--- src/rtl/sbs_pkg.sv ---
package sbs_pkg;

    typedef enum logic {
        SH_IDLE = 1'b0,
        SH_BUSY = 1'b1
    } sh_state_t;

    typedef enum logic [2:0] {
        IM_RX_DRAINED = 3'd0,
        IM_RX_AVAIL   = 3'd1,
        IM_RX_3Q      = 3'd2,
        IM_RX_FULL    = 3'd3,
        IM_TX_SLOT    = 3'd4,
        IM_TX_DONE    = 3'd5,
        IM_TX_LAST    = 3'd6,
        IM_TX_FULL    = 3'd7
    } irq_mode_t;

endpackage

--- src/rtl/sbs_shift_fsm.sv ---
module sbs_shift_fsm
    import sbs_pkg::*;
#(
    parameter int LVL_W = 4
) (
    input  logic             clk,
    input  logic             rst_n,
    input  logic             en,
    input  logic             shift_start,
    input  logic             shift_done,
    input  logic [LVL_W-1:0] tx_level,
    output sh_state_t        state,
    output logic             load_evt,
    output logic             done_evt
);

    sh_state_t state_nx;
    logic      tx_avail;

    assign tx_avail = (tx_level != '0);

    // state register
    always_ff @(posedge clk or negedge rst_n) begin
        if (!rst_n) begin
            state <= SH_IDLE;
        end else begin
            state <= state_nx;
        end
    end

    // transitions: IDLE->BUSY on accepted start, BUSY->IDLE on done, any->IDLE when disabled
    always_comb begin
        state_nx = state;
        if (!en) begin
            state_nx = SH_IDLE;
        end else begin
            unique case (state)
                SH_IDLE: if (shift_start && tx_avail) state_nx = SH_BUSY;
                SH_BUSY: if (shift_done)              state_nx = SH_IDLE;
                default: state_nx = SH_IDLE;
            endcase
        end
    end

    // event outputs
    always_comb begin
        load_evt = 1'b0;
        done_evt = 1'b0;
        unique case (state)
            SH_IDLE: load_evt = en && shift_start && tx_avail;
            SH_BUSY: done_evt = en && shift_done;
            default: ;
        endcase
    end

endmodule

--- src/rtl/sbs_flags.sv ---
module sbs_flags
    import sbs_pkg::*;
#(
    parameter int DEPTH = 8,
    parameter int LVL_W = 4,
    parameter int CNT_W = 3
) (
    input  logic             clk,
    input  logic             rst_n,
    input  logic             en,
    input  logic             master,
    input  sh_state_t        state,
    input  logic             done_evt,
    input  logic [LVL_W-1:0] tx_level,
    input  logic [LVL_W-1:0] rx_level,
    input  logic             ovf_wr,
    input  logic             ovf_wdata,
    output logic [CNT_W-1:0] elem_cnt,
    output logic             sr_empty,
    output logic             rx_empty,
    output logic             tx_full,
    output logic             rx_full,
    output logic             rx_ovf,
    output logic             rx_accept
);

    localparam int SUM_W = LVL_W + 1;
    localparam logic [SUM_W-1:0] CNT_MAX = SUM_W'((1 << CNT_W) - 1);
    localparam logic [LVL_W-1:0] FULL_LVL = LVL_W'(DEPTH);

    logic             ovf_q;
    logic             rx_at_full;
    logic [SUM_W-1:0] raw_cnt;

    assign rx_at_full = (rx_level == FULL_LVL);

    // overflow: set by hardware on a dropped word, cleared only by a 0 write
    always_ff @(posedge clk or negedge rst_n) begin
        if (!rst_n) begin
            ovf_q <= 1'b0;
        end else if (!en) begin
            ovf_q <= 1'b0;
        end else if (done_evt && rx_at_full) begin
            ovf_q <= 1'b1;
        end else if (ovf_wr && !ovf_wdata) begin
            ovf_q <= 1'b0;
        end
    end

    always_comb begin
        if (master) begin
            raw_cnt = {1'b0, tx_level} + SUM_W'(state == SH_BUSY);
        end else begin
            raw_cnt = {1'b0, rx_level};
        end
    end

    always_comb begin
        elem_cnt  = '0;
        sr_empty  = 1'b0;
        rx_empty  = 1'b0;
        tx_full   = 1'b0;
        rx_full   = 1'b0;
        rx_ovf    = 1'b0;
        rx_accept = 1'b0;
        if (en) begin
            elem_cnt  = (raw_cnt > CNT_MAX) ? CNT_MAX[CNT_W-1:0] : raw_cnt[CNT_W-1:0];
            sr_empty  = (state == SH_IDLE);
            rx_empty  = (rx_level == '0);
            tx_full   = (tx_level == FULL_LVL);
            rx_full   = rx_at_full;
            rx_ovf    = ovf_q;
            rx_accept = done_evt && !rx_at_full;
        end
    end

endmodule

--- src/rtl/sbs_irq_sel.sv ---
module sbs_irq_sel
    import sbs_pkg::*;
#(
    parameter int DEPTH = 8,
    parameter int LVL_W = 4
) (
    input  logic             clk,
    input  logic             rst_n,
    input  logic             en,
    input  logic [2:0]       mode,
    input  sh_state_t        state,
    input  logic             load_evt,
    input  logic             done_evt,
    input  logic             buf_rd,
    input  logic [LVL_W-1:0] tx_level,
    input  logic [LVL_W-1:0] rx_level,
    output logic             irq
);

    localparam int N_MODES = 8;
    localparam logic [LVL_W-1:0] FULL_LVL = LVL_W'(DEPTH);
    localparam logic [LVL_W-1:0] THREEQ   = LVL_W'((3 * DEPTH + 3) / 4);

    logic [N_MODES-1:0] cond_vec;
    logic [2:0]         mode_q;
    logic               cond_q;
    logic               cond;
    logic               mode_same;

    always_comb begin
        cond_vec                = '0;
        cond_vec[IM_TX_FULL]    = (tx_level == FULL_LVL);
        cond_vec[IM_TX_LAST]    = (state == SH_BUSY) && (tx_level == '0);
        cond_vec[IM_TX_DONE]    = done_evt;
        cond_vec[IM_TX_SLOT]    = load_evt;
        cond_vec[IM_RX_FULL]    = (rx_level == FULL_LVL);
        cond_vec[IM_RX_3Q]      = (rx_level >= THREEQ);
        cond_vec[IM_RX_AVAIL]   = (rx_level != '0);
        cond_vec[IM_RX_DRAINED] = buf_rd && (rx_level == LVL_W'(1));
    end

    assign cond      = cond_vec[mode];
    assign mode_same = (mode == mode_q);

    always_ff @(posedge clk or negedge rst_n) begin
        if (!rst_n) begin
            mode_q <= 3'd0;
            cond_q <= 1'b0;
            irq    <= 1'b0;
        end else begin
            mode_q <= mode;
            cond_q <= en && cond;
            irq    <= en && mode_same && cond && !cond_q;
        end
    end

endmodule

--- src/rtl/spi_buf_status_irq.sv ---
module spi_buf_status_irq
    import sbs_pkg::*;
#(
    parameter int DEPTH = 8,
    parameter int CNT_W = 3,
    parameter int LVL_W = $clog2(DEPTH + 1)
) (
    input  logic             clk,
    input  logic             rst_n,
    input  logic             en,
    input  logic             master,
    input  logic [2:0]       mode,
    input  logic [LVL_W-1:0] tx_level,
    input  logic [LVL_W-1:0] rx_level,
    input  logic             shift_start,
    input  logic             shift_done,
    input  logic             buf_rd,
    input  logic             ovf_wr,
    input  logic             ovf_wdata,
    output logic [CNT_W-1:0] elem_cnt,
    output logic             sr_empty,
    output logic             rx_empty,
    output logic             tx_full,
    output logic             rx_full,
    output logic             rx_ovf,
    output logic             rx_accept,
    output logic             irq
);

    sh_state_t sh_state;
    logic      load_evt;
    logic      done_evt;

    sbs_shift_fsm #(.LVL_W(LVL_W)) u_fsm (
        .clk         (clk),
        .rst_n       (rst_n),
        .en          (en),
        .shift_start (shift_start),
        .shift_done  (shift_done),
        .tx_level    (tx_level),
        .state       (sh_state),
        .load_evt    (load_evt),
        .done_evt    (done_evt)
    );

    sbs_flags #(.DEPTH(DEPTH), .LVL_W(LVL_W), .CNT_W(CNT_W)) u_flags (
        .clk       (clk),
        .rst_n     (rst_n),
        .en        (en),
        .master    (master),
        .state     (sh_state),
        .done_evt  (done_evt),
        .tx_level  (tx_level),
        .rx_level  (rx_level),
        .ovf_wr    (ovf_wr),
        .ovf_wdata (ovf_wdata),
        .elem_cnt  (elem_cnt),
        .sr_empty  (sr_empty),
        .rx_empty  (rx_empty),
        .tx_full   (tx_full),
        .rx_full   (rx_full),
        .rx_ovf    (rx_ovf),
        .rx_accept (rx_accept)
    );

    sbs_irq_sel #(.DEPTH(DEPTH), .LVL_W(LVL_W)) u_irq (
        .clk      (clk),
        .rst_n    (rst_n),
        .en       (en),
        .mode     (mode),
        .state    (sh_state),
        .load_evt (load_evt),
        .done_evt (done_evt),
        .buf_rd   (buf_rd),
        .tx_level (tx_level),
        .rx_level (rx_level),
        .irq      (irq)
    );

endmodule

--- config.mk ---
export PLATFORM = sky130hd
export DESIGN_NAME = spi_buf_status_irq
export DESIGN_NICKNAME = d
export VERILOG_FILES = /design/src/rtl/sbs_pkg.sv /design/src/rtl/sbs_shift_fsm.sv /design/src/rtl/sbs_flags.sv /design/src/rtl/sbs_irq_sel.sv /design/src/rtl/spi_buf_status_irq.sv
export SDC_FILE = /design/constraint.sdc
export NUM_CORES = 1
export LEC_CHECK = 0
export ABC_CLOCK_PERIOD_IN_PS = 3300
export BUFFER_PORTS_ARGS = -buffer_cell sky130_fd_sc_hd__buf_2
export CAP_MARGIN = 10
export CORE_MARGIN = 4
export CORE_UTILIZATION = 40
export DETAILED_ROUTE_END_ITERATION = 12
export PLACE_DENSITY = 0.67
export SLEW_MARGIN = 20
export SYNTH_ARGS = -nofsm -noshare
export SYNTH_HDL_FRONTEND = slang
export SYNTH_SLANG_ARGS = --single-unit
--- constraint.sdc ---
create_clock -name clk -period 3.3 [get_ports clk]
set_input_delay 0.165 -clock clk [delete_from_list [all_inputs] [get_ports clk]]
set_output_delay 0.165 -clock clk [all_outputs]
set_load 0.01 [all_outputs]
Yosys cells after proc, flatten, opt, wreduce, memory -nomap -nowiden
Index checks and enable logic that the tools add are counted.

word-level totals
  ROM bits = 0
  RAM bits = 0
  memories kept = 0
  logic and storage cells = 55
  flip-flop bits (word level) = 7
  input port bits = 20
  latch bits = 0
  output and inout port bits = 10

cells by class
  bitwise gates (word level) = 1
  $mul = 0
  equality and inequality tests = 5
  add/sub/neg operators = 1
  multiplexer cells = 20
  divide/modulo/power cells = 0
  reductions and logical operators = 20
  shift operators = 0
  $lt $le $gt $ge = 3

operators by type and width
  kind                  count
  $mux W1               15
  $logic_and A1 B1 Y1   13
  $eq A4 B4 Y1 const B  2
  $logic_not A4 Y1      2
  $reduce_bool A4 Y1    2
  $mux W3               2
  $add A4 B1 Y5         1
  $gt A5 B3 Y1 const B  1
  $mux W5               1
  $eq A4 B1 Y1 const B  1
  $ge A4 B3 Y1 const B  1
  $lt A3 B4 Y1 const B  1
  $bmux W1 S3           1
  $eq A3 B3 Y1          1
  $logic_not A1 Y1      3
  $ne A3 B1 Y1 const B  1
  $pmux W1 S2           1
  $not A1 Y1            1

Logic depth before layout (Yosys ltp)
Gate-level depths: netlist of the first run.

  depth after elaboration = 7
  gate-level depth with buffers = 6
  gate-level depth less buffers = 6

Modules after synthesis
A second synthesis of the first run with hierarchy kept.

unflattened totals
  cells, all modules = 70
  area, all modules = 631.9 sq um

by module, submodules not included
  module         seq. area each (sq um)  times used  area an instance (sq um)  cells each
  sbs_irq_sel    125.1                   1           307.8                     31
  sbs_flags      25.0                    1           254.0                     32
  sbs_shift_fsm  25.0                    1           70.1                      7

Least setup slack after synthesis of the first run
No wires, ideal clock.

  path kind = register -> output
  start point = register u_fsm.state
  end point = output port elem_cnt[0]
  path slack = 1.779 ns
  required time = 3.135 ns
  buffers on the path = 0
  arrival time = 1.356 ns
  cell stages (with the launch flop) = 6
  cell sequence = dfrtp_1 -> ha_1 -> and3_1 -> a31oi_1 -> o21ai_0 -> a21boi_0

on the way
  cells in the longest elaborated chain, start to end = 5

RTL lines
  element                   line                      source
  start: declaration        sbs_shift_fsm.sv:12       output sh_state_t state,
  start signal: assignment  sbs_shift_fsm.sv:27       state <= state_nx;
  $add A4 B1 Y5 (*)         sbs_flags.sv:52           raw_cnt = {1'b0, tx_level} + SUM_W'(state == SH_BUSY);
  $mux W5 (*)               sbs_flags.sv:51           if (master) begin
  $gt A5 B3 Y1              sbs_flags.sv:67           elem_cnt = (raw_cnt > CNT_MAX) ? CNT_MAX[CNT_W-1:0] : raw_cnt[CNT_W-1:0];
  $mux W3 (*)               sbs_flags.sv:67
  $mux W3 (*)               sbs_flags.sv:66           if (en) begin
  end: declaration          spi_buf_status_irq.sv:20  output logic [CNT_W-1:0] elem_cnt,

Mark *: on every way between the ends. The rest lies on a longest branch, timed or not.

Worst setup path in the final report of the first run
  start point = register u_fsm.state
  end point = output port elem_cnt[2]

Same word-level chain as after synthesis.

==> results of run 1 <==
[per-stage QoR]
stage / utilization / cells / power [uW]
2_1_floorplan: - / 71 / 129
3_3_place_gp: 0.556 / 112 / 156
3_5_place_dp: 0.556 / 112 / 158
4_1_cts: 0.582 / 117 / 240
5_1_grt: 0.582 / 117 / 250
6_report: 0.582 / 117 / 237
[cell usage after synthesis, types with 2 or more instances]
library cell and n:
a41o_1 2, o21ai_0 4, o22ai_1 2, a21boi_0 3, xor2_1 4, and3_1 2, or4_1 2, nand2_1 5
ha_1 2, o21ai_1 2, nor2_1 4, buf_2 2, dfrtp_1 7, and2_1 3, inv_1 4, nand3_1 3
nor3_1 2
[worst min path at each step]
stage / end / from / slack [ns]
after global placement: u_flags.ovf_q / rst_n / 0.003
final: u_irq.mode_q[2] / mode[2] / 0.08
after global routing: u_irq.mode_q[2] / mode[2] / 0.08
after CTS: u_irq.mode_q[2] / mode[2] / 0.08
after floorplan: u_flags.ovf_q / rst_n / -0.13
after detailed placement: u_irq.irq / rst_n / 0.008
[logic make-up (layout without fill, tap and decap cells)]
logic type	Yosys count	after routing	synth area share
flip-flops	7	7	0.287
AO/OA/AOI/OAI	18	18	0.203
multiplexers	1	1	0.0164
adder cells (fa/ha/maj)	2	2	0.0411
XOR/XNOR	4	4	0.0575
buffers and inverters	7	38	0.0472
AND/OR/NAND/NOR	32	32	0.347
[metal layers]
layer | track usage | wire length [um] | vias up
met5 | 0 | 0 | -
met4 | 0.0829 | 20 | 0
met3 | 0.0115 | 137 | 2
met2 | 0.257 | 742 | 33
met1 | 0.188 | 664 | 299
li1 | - | - | 327
[sequential cells by signal, indices dropped and copies added, names as in the netlist]
signal / flops
u_irq.cond_q: 1
u_fsm.state: 1
u_flags.ovf_q: 1
u_irq.irq: 1
u_irq.mode_q: 3
[layout make-up]
| cell class | count | area share |
|---|---|---|
| multi-input combinational | 57 | 0.509 |
| sequential | 7 | 0.220 |
| timing repair buffer | 30 | 0.195 |
| clock buffer | 4 | 0.0330 |
| tap | 15 | 0.0236 |
| inverter | 4 | 0.0189 |
[power by group through the flow]
stage	Sequential [uW]	Clock [uW]	Combinational (uW)
floorplan	93.8	0	35.2
global placement	93.9	0	62.6
detailed placement	94.3	0	64.1
CTS	92.7	81.9	65.2
global route	92.9	85.4	71.9
finish	92.7	79.8	64.8
==> results.sh, run 1 <==
export IMPL_outcome="finished, final reports clean"
export IMPL_grt_pass1_wl_um=2390
export IMPL_seq_power_share=0.391
export IMPL_hold_path_class="in2reg"
export IMPL_drt_pass1_iterations=4
export IMPL_r2r_end="u_irq.irq"
export IMPL_synth_distinct_cells=35
export IMPL_cap_viol_max_count=0
export IMPL_grt_pass1_vias=589
export IMPL_cp_slowest_cell="dfrtp_1"
export IMPL_end_kind="output pin"
export IMPL_placeableCoreArea_um2=1370
export IMPL_cts_buffers_inserted=3
export IMPL_switching_power_uw=71.9
export IMPL_critPathBufInv=1
export IMPL_ys_flop_type="dfrtp_1"
export IMPL_finalWorstSetupSlack_ns=1.37
export IMPL_multiInputGateArea_um2=405
export IMPL_initial_core_util=0.446
export IMPL_grt_usage=0.151
export IMPL_worst_slew_pin_slew_ns=0.318
export IMPL_syn_num_nets=93
export IMPL_skew_ns=0.00356
export IMPL_postPlaceCellArea_um2=759
export IMPL_globalplace_congestion=0.716
export IMPL_layout_commonest_cell="buf_2"
export IMPL_ys_async_sr_fraction=1.00
export IMPL_layout_common_cells="buf_2, dfrtp_1, nand2_1"
export IMPL_holdPathStages=1
export IMPL_cts_htree_levels=1
export IMPL_synth_edf_count=0
export IMPL_relSlewSlack=0.785
export IMPL_seq_area_um2=175
export IMPL_finalSetupViolCount=0
export IMPL_rsz0062_at_grt="false"
export IMPL_globalRouteOverflowTotal=0
export IMPL_cts_num_sinks=7
export IMPL_antenna_cells=0
export IMPL_cp_slowest_stage_delay_ns=0.44
export IMPL_syn_instance_count=71
export IMPL_postSynthAreaPerCell_um2=8.58
export IMPL_peakVddDrop_v=0.000130
export IMPL_drive_gt1_frac=0.373
export IMPL_path_depth=6
export IMPL_yosysWarnings=0
export IMPL_io_pins=30
export IMPL_syn_cell_area_um2=609
export IMPL_cts_root_buf="clkbuf_4"
export IMPL_hold_buffers=1
export IMPL_wl_um=1570
export IMPL_grt_antenna_before_repair=0
export IMPL_cp_max_fo=6
export IMPL_nNetsFinal=125
export IMPL_port_buffers=29
export IMPL_cp_start_kind="flip-flop"
export IMPL_critical_path_required_ns=3.13
export IMPL_fin_crit_ns=1.93
export IMPL_dp_hpwl_um=1290
export IMPL_rows=13
export IMPL_yosysSeqAreaShare=0.287
export IMPL_crit_chain="ha_1 > and3_1 > a31oi_1 > o21ai_0 > a21boi_0 > buf_2"
export IMPL_rr_startpoint="u_fsm.state"
export IMPL_r2r_cells=4
export IMPL_vias=661
export IMPL_whs_ns=0.0797
export IMPL_drc=0
export IMPL_vias_per_cell=5.65
export IMPL_sw_frac_of_total=0.303
export IMPL_synthToLayoutAreaGrowth_pct=30.6
export IMPL_slew_violations=0
export IMPL_cts_resized=0
export IMPL_synth_top_area_frac=0.287
export IMPL_drt_iter0_drc=11
export IMPL_die_h_um=47.0
export IMPL_cp_endpoint="elem_cnt[2]"
export IMPL_tns_ns=0
export IMPL_crit_path_start="u_fsm.state"
export IMPL_critPathTopFamily="compound AO/OA/AOI/OAI gates"
export IMPL_clkSlewWorstSetupHoldPaths_ns=0.06
export IMPL_die_area_um2=2210
export IMPL_ys_seq_elements=7
export IMPL_critPathArrivalTime_ns=1.77
export IMPL_clk_insertion_delay_late_ns=0.25
export IMPL_timing_hold_violations_final=0
export IMPL_power_frac_comb=0.273
export IMPL_post_place_ws_ns=1.66
export IMPL_nFillCells=123
export IMPL_cts_setup_buffers=0
export IMPL_ant_nets=0
export IMPL_synth_area_top_cells="dfrtp_1, xor2_1, ha_1"
export IMPL_cts_tree="built"
export IMPL_path_class="reg2out"
export IMPL_ff2ff_setup_slack_ns=1.92
export IMPL_internal_power_uw=166
export IMPL_avgRoutedWirePerCell_um=13.4
export IMPL_fp_dieW_um=47.0
export IMPL_clock_path_buffers=2
export IMPL_p_per_area_nw_per_um2=298
export IMPL_p_leak_uw=0.000405
export IMPL_p_clk_frac=0.336
export IMPL_fin_crit_sh=0.585
export IMPL_yosysTopAreaCell="dfrtp_1"
export IMPL_grt_max_degree=14
export IMPL_stdcell_area_um2=796
export IMPL_clock_fmax_mhz=518
(Power assumes the default switching activity.)
==> run 2, diff against run 1 <==
--- a/config.mk
+++ b/config.mk
@@ -5,7 +5,7 @@
 export SDC_FILE = /design/constraint.sdc
 export NUM_CORES = 1
 export LEC_CHECK = 0
-export ABC_CLOCK_PERIOD_IN_PS = 3300
+export ABC_CLOCK_PERIOD_IN_PS = 1840
 export BUFFER_PORTS_ARGS = -buffer_cell sky130_fd_sc_hd__buf_2
 export CAP_MARGIN = 10
 export CORE_MARGIN = 4
==> constraint.sdc (replaced) <==
create_clock -name clk -period 1.84 [get_ports clk]
set_input_delay 0.092 -clock clk [delete_from_list [all_inputs] [get_ports clk]]
set_output_delay 0.092 -clock clk [all_outputs]
set_load 0.01 [all_outputs]
==> run 2 against run 1 <==
Effect of this change: die area is the same; clock skew grew 0.0015 ns; total power grew 81%; first-iteration DRC count shrank 18%; non-clock buffer count grew 1; combinational power grew 87%; critical path depth is the same; via count shrank 0.76%; final area grew 0.94%; register-to-register slack lost 1.5 ns; core utilization grew 0.55 points; largest cell class unchanged; largest power group unchanged; highest routed layer unchanged.
==> results.sh, run 2 (same netlist as run 1, synthesis figures left out) <==
export IMPL_critPathTopFamily="adder cells"
export IMPL_cts_num_sinks=7
export IMPL_path_class="reg2out"
export IMPL_finalSetupViolCount=0
export IMPL_nNetsFinal=126
export IMPL_nFillCells=123
export IMPL_largest_reg_flops=3
export IMPL_die_area_um2=2210
export IMPL_critPathBufInv=1
export IMPL_cts_buffers_inserted=3
export IMPL_cts_root_buf="clkbuf_4"
export IMPL_antenna_cells=0
export IMPL_avgRoutedWirePerCell_um=13.3
export IMPL_peakVddDrop_v=0.000236
export IMPL_fin_crit_sh=0.940
export IMPL_holdPathStages=1
export IMPL_layout_common_cells="buf_2, dfrtp_1, nand2_1"
export IMPL_initial_core_util=0.446
export IMPL_rr_startpoint="u_fsm.state"
export IMPL_cts_tree="built"
export IMPL_grt_usage=0.155
export IMPL_cp_max_fo=2
export IMPL_crit_chain="ha_1 > ha_1 > xor2_1 > o21ai_0 > a21boi_1 > buf_2"
export IMPL_ant_nets=0
export IMPL_globalplace_congestion=0.716
export IMPL_layout_commonest_cell="buf_2"
export IMPL_placed_cells=112
export IMPL_critPathArrivalTime_ns=1.64
export IMPL_drive_gt1_frac=0.379
export IMPL_p_leak_uw=0.000411
export IMPL_clock_fmax_mhz=578
export IMPL_regMostFlops="u_irq.mode_q"
export IMPL_p_per_area_nw_per_um2=536
export IMPL_placeableCoreArea_um2=1370
export IMPL_tns_ns=0
export IMPL_globalRouteOverflowTotal=0
export IMPL_cts_htree_levels=1
export IMPL_grt_max_degree=14
export IMPL_hp_start="mode[2]"
export IMPL_cp_start_kind="flip-flop"
export IMPL_r2r_end="u_irq.irq"
export IMPL_cp_slowest_cell="dfrtp_1"
export IMPL_holdPathEnd="u_irq.mode_q[2]"
export IMPL_hold_path_class="in2reg"
export IMPL_ff2ff_setup_slack_ns=0.40
export IMPL_drc=0
export IMPL_timing_hold_violations_final=0
export IMPL_rows=13
export IMPL_slew_violations=0
export IMPL_wl_um=1570
export IMPL_rsz0062_at_grt="true"
export IMPL_vias=656
export IMPL_grt_pass1_vias=602
export IMPL_port_buffers=29
export IMPL_post_place_ws_ns=0.270
export IMPL_grt_antenna_before_repair=0
export IMPL_drt_iter0_drc=9
export IMPL_critical_path_required_ns=1.75
export IMPL_dp_hpwl_um=1290
export IMPL_cp_slowest_stage_delay_ns=0.40
export IMPL_grt_pass1_wl_um=2440
export IMPL_die_h_um=47.0
export IMPL_io_pins=30
export IMPL_r2r_cells=5
export IMPL_vias_per_cell=5.56
export IMPL_fp_dieW_um=47.0
export IMPL_clkSlewWorstSetupHoldPaths_ns=0.06
export IMPL_worst_slew_pin_slew_ns=0.317
export IMPL_cpMostUsedCell="ha_1"
export IMPL_outcome="finished, final reports clean"
export IMPL_cap_viol_max_count=0
export IMPL_synthToLayoutAreaGrowth_pct=31.8
export IMPL_relSlewSlack=0.786
export IMPL_clock_path_buffers=2
export IMPL_fin_crit_ns=1.73
export IMPL_skew_ns=0.00501
export IMPL_end_kind="output pin"
export IMPL_finalWorstSetupSlack_ns=0.111
export IMPL_fin_cells=118
export IMPL_clk_insertion_delay_late_ns=0.26
export IMPL_p_total_uw=431
export IMPL_drt_pass1_iterations=4
[run 2: cell count changes in the layout (fill, tap and decap cells not counted), sizes merged]
cell and delta:
buf +1
[run 2: worst max-delay path by stage]
stage,startpoint,endpoint,cells past startpoint
after global routing,u_fsm.state,elem_cnt[1],6
final,u_fsm.state,elem_cnt[2],6
after floorplan,u_fsm.state,elem_cnt[0],5
after global placement,u_fsm.state,elem_cnt[2],6
after detailed placement,u_fsm.state,elem_cnt[2],6
after CTS,u_fsm.state,elem_cnt[2],6
[run 2: through the flow]
step	utilization	instance area (um2)	hold slack (ns)
3_5_place_dp	0.556	759	-0.0654
2_1_floorplan	-	609	-0.204
6_report	0.588	803	0.00643
3_3_place_gp	0.556	759	-0.0697
4_1_cts	0.588	803	0.00237
5_1_grt	0.588	803	0.00634
[run 2: final cells by class]
cell class	instances	area, um2	area share
Sequential cell	7	175	0.218
Tap cell	15	18.8	0.0234
Timing Repair Buffer	31	163	0.202
Multi-Input combinational cell	57	405	0.505
Inverter	4	15.0	0.0187
Clock buffer	4	26.3	0.0327
[run 2: worst register-to-register path, cell delays in order (launching register included)]
cell and delay [ns]:
dfrtp_1 0.37, buf_4 0.15, or3b_1 0.34, a211oi_1 0.26, o211ai_1 0.15, o31ai_2 0.07
[run 2: timing repair]
| item | 4_1_cts | 5_1_grt |
|---|---|---|
| hold buffers | 1 | 0 |
| setup buffers | 1 | 0 |
| resized for setup | 0 | 3 |
| endpoints found under the hold margin | 7 | 0 |
| endpoints found under the setup margin | 1 | 3 |
[run 2: power breakdown]
| group | internal (uW) | switching, uW | total, uW |
|---|---|---|---|
| clock | 83.1 | 61.6 | 145 |
| combinational | 55.1 | 66.1 | 121 |
| sequential | 161 | 3.59 | 165 |
| total | 299 | 131 | 431 |
[run 2: metal layers]
| layer | part of all wire | vias up | GRT usage |
|---|---|---|---|
| met2 | 0.49 | 32 | 0.271 |
| met5 | 0 | - | 0 |
| met1 | 0.41 | 295 | 0.188 |
| met4 | 0.013 | 0 | 0.0829 |
| met3 | 0.090 | 2 | 0.0115 |
| li1 | - | 327 | - |
==> run 3, diff against run 2 <==
--- a/config.mk
+++ b/config.mk
@@ -9,9 +9,10 @@
 export BUFFER_PORTS_ARGS = -buffer_cell sky130_fd_sc_hd__buf_2
 export CAP_MARGIN = 10
 export CORE_MARGIN = 4
-export CORE_UTILIZATION = 40
+export CORE_UTILIZATION = 44
 export DETAILED_ROUTE_END_ITERATION = 12
-export PLACE_DENSITY = 0.67
+export PLACE_DENSITY = 0.73
+export REMOVE_ABC_BUFFERS = 1
 export SLEW_MARGIN = 20
 export SYNTH_ARGS = -nofsm -noshare
 export SYNTH_HDL_FRONTEND = slang
==> run 3 against run 2 <==
Effect of this change: final area rose by 2.0%; non-clock buffer count unchanged; hold slack better by 0.016 ns; sequential share of layout area is 0.28 points lower; global-route usage grew 0.26 points; clock-buffer cell count stayed put; combinational power about the same; critical endpoint unchanged; largest power group unchanged.
==> results.sh, run 3 (same netlist as run 1, synthesis figures left out) <==
export IMPL_outcome="finished, final reports clean"
export IMPL_post_route_util=0.630
export IMPL_grt_pass1_vias=573
export IMPL_vias=652
export IMPL_ff2ff_setup_slack_ns=0.43
export IMPL_rows=13
export IMPL_grt_max_degree=14
export IMPL_placeableCoreArea_um2=1300
export IMPL_timing_hold_violations_final=0
export IMPL_layout_commonest_cell="buf_2"
export IMPL_path_class="reg2out"
export IMPL_ant_nets=0
export IMPL_fp_dieW_um=45.2
export IMPL_port_buffers=29
export IMPL_wl_met2_um=736
export IMPL_nNetsFinal=126
export IMPL_worst_slew_pin_slew_ns=0.330
export IMPL_r2r_cells=4
export IMPL_drt_iter0_drc=2
export IMPL_wl_met1_um=695
export IMPL_vias_per_cell=5.53
export IMPL_globalRouteOverflowTotal=0
export IMPL_finalSetupViolCount=0
export IMPL_drive_gt1_frac=0.408
export IMPL_clock_path_buffers=2
export IMPL_critical_path_required_ns=1.75
export IMPL_rsz0062_at_grt="false"
export IMPL_clk_insertion_delay_late_ns=0.25
export IMPL_top_layer="met4"
export IMPL_fin_crit_ns=1.72
export IMPL_cp_max_fo=6
export IMPL_io_pins=30
export IMPL_peakVddDrop_v=0.000411
export IMPL_hold_path_class="in2reg"
export IMPL_cp_start_kind="flip-flop"
export IMPL_initial_core_util=0.468
export IMPL_wl_met3_um=113
export IMPL_relSlewSlack=0.777
export IMPL_crit_path_start="u_fsm.state"
export IMPL_dp_hpwl_um=1220
export IMPL_critPathArrivalTime_ns=1.63
export IMPL_end_kind="output pin"
export IMPL_drt_pass1_iterations=3
export IMPL_grt_usage=0.158
export IMPL_clkSlewWorstSetupHoldPaths_ns=0.06
export IMPL_largest_reg_flops=3
export IMPL_grt_pass1_wl_um=2330
export IMPL_wl_um=1560
export IMPL_antenna_cells=0
export IMPL_cts_root_buf="clkbuf_4"
export IMPL_cp_endpoint="elem_cnt[2]"
export IMPL_layout_common_cells="buf_2, dfrtp_1, nand2_1"
export IMPL_cap_viol_max_count=0
export IMPL_globalplace_congestion=0.727
export IMPL_drc=0
export IMPL_slew_violations=0
export IMPL_skew_ns=0.0110
export IMPL_clock_fmax_mhz=581
export IMPL_die_area_um2=2040
export IMPL_fin_crit_sh=0.936
export IMPL_synthToLayoutAreaGrowth_pct=34.5
export IMPL_cts_htree_levels=1
export IMPL_holdPathStages=1
export IMPL_cts_tree="built"
export IMPL_tns_ns=0
export IMPL_grt_antenna_before_repair=0
export IMPL_stdcell_area_um2=820
export IMPL_cts_num_sinks=7
export IMPL_p_leak_uw=0.000408
export IMPL_regMostFlops="u_irq.mode_q"
export IMPL_r2r_end="u_irq.irq"
export IMPL_die_h_um=45.2
export IMPL_avgRoutedWirePerCell_um=13.2
export IMPL_cts_buffers_inserted=3
export IMPL_postPlaceCellArea_um2=759
export IMPL_rr_startpoint="u_fsm.state"
export IMPL_p_per_area_nw_per_um2=523
run 3: cell count changes in the layout (fill, tap and decap cells not counted):
| cell | delta |
|---|---|
| a21boi_0 | -1 |
| ha_2 | +1 |
| ha_1 | -2 |
| ha_4 | +1 |
| dfrtp_2 | +1 |
| a21boi_1 | +1 |
| dfrtp_1 | -1 |
run 3: area by class of cell:
class                      count  area, um2
fill                         126        482
inverter                       4       15.0
sequential                     7        176
clock buffer                   4       26.3
multi-input combinational     57        420
tap                           15       18.8
timing repair buffer          31        163
run 3: where the power goes:
group | switching (uW) | internal [uW]
combinational | 65.6 | 56.3
sequential | 5.53 | 162
clock | 56.5 | 82.8
total | 128 | 301
run 3: repair_timing:
item,4_1_cts,5_1_grt
setup buffers,0,1
gates resized for setup,0,8
setup endpoints to repair,0,3
hold buffers,1,0
hold endpoints to repair,7,0
run 3: worst min-delay path by stage:
stage / slack [ns] / start / to
2_1_floorplan: -0.20 / rst_n / u_flags.ovf_q
3_3_place_gp: -0.07 / rst_n / u_irq.irq
3_5_place_dp: -0.06 / rst_n / u_flags.ovf_q
4_1_cts: 0.02 / mode[2] / u_irq.mode_q[2]
5_1_grt: 0.004 / mode[2] / u_irq.mode_q[2]
6_report: 0.02 / mode[2] / u_irq.mode_q[2]
run 3: critical path: stages, from the launching register on:
cell and delay (ns):
dfrtp_2 0.45, ha_4 0.17, and3_1 0.19, a31oi_1 0.15, o21ai_1 0.12, a21boi_1 0.14, buf_2 0.14
run 3: per-stage QoR:
stage	cells	setup WS [ns]	hold WS, ns	power [uW]
after global routing	118	0.0139	0.00394	458
after CTS	117	0.0138	0.0173	423
after global placement	112	0.363	-0.0691	280
after detailed placement	112	0.291	-0.0644	283
after floorplan	68	0.392	-0.204	223
final	118	0.118	0.0224	428
run 3: per-layer routing:
| layer | vias up | GRT usage |
|---|---|---|
| li1 | 331 | - |
| met1 | 297 | 0.194 |
| met2 | 22 | 0.260 |
| met3 | 2 | 0.0598 |
| met4 | 0 | 0.0351 |
| met5 | - | 0 |
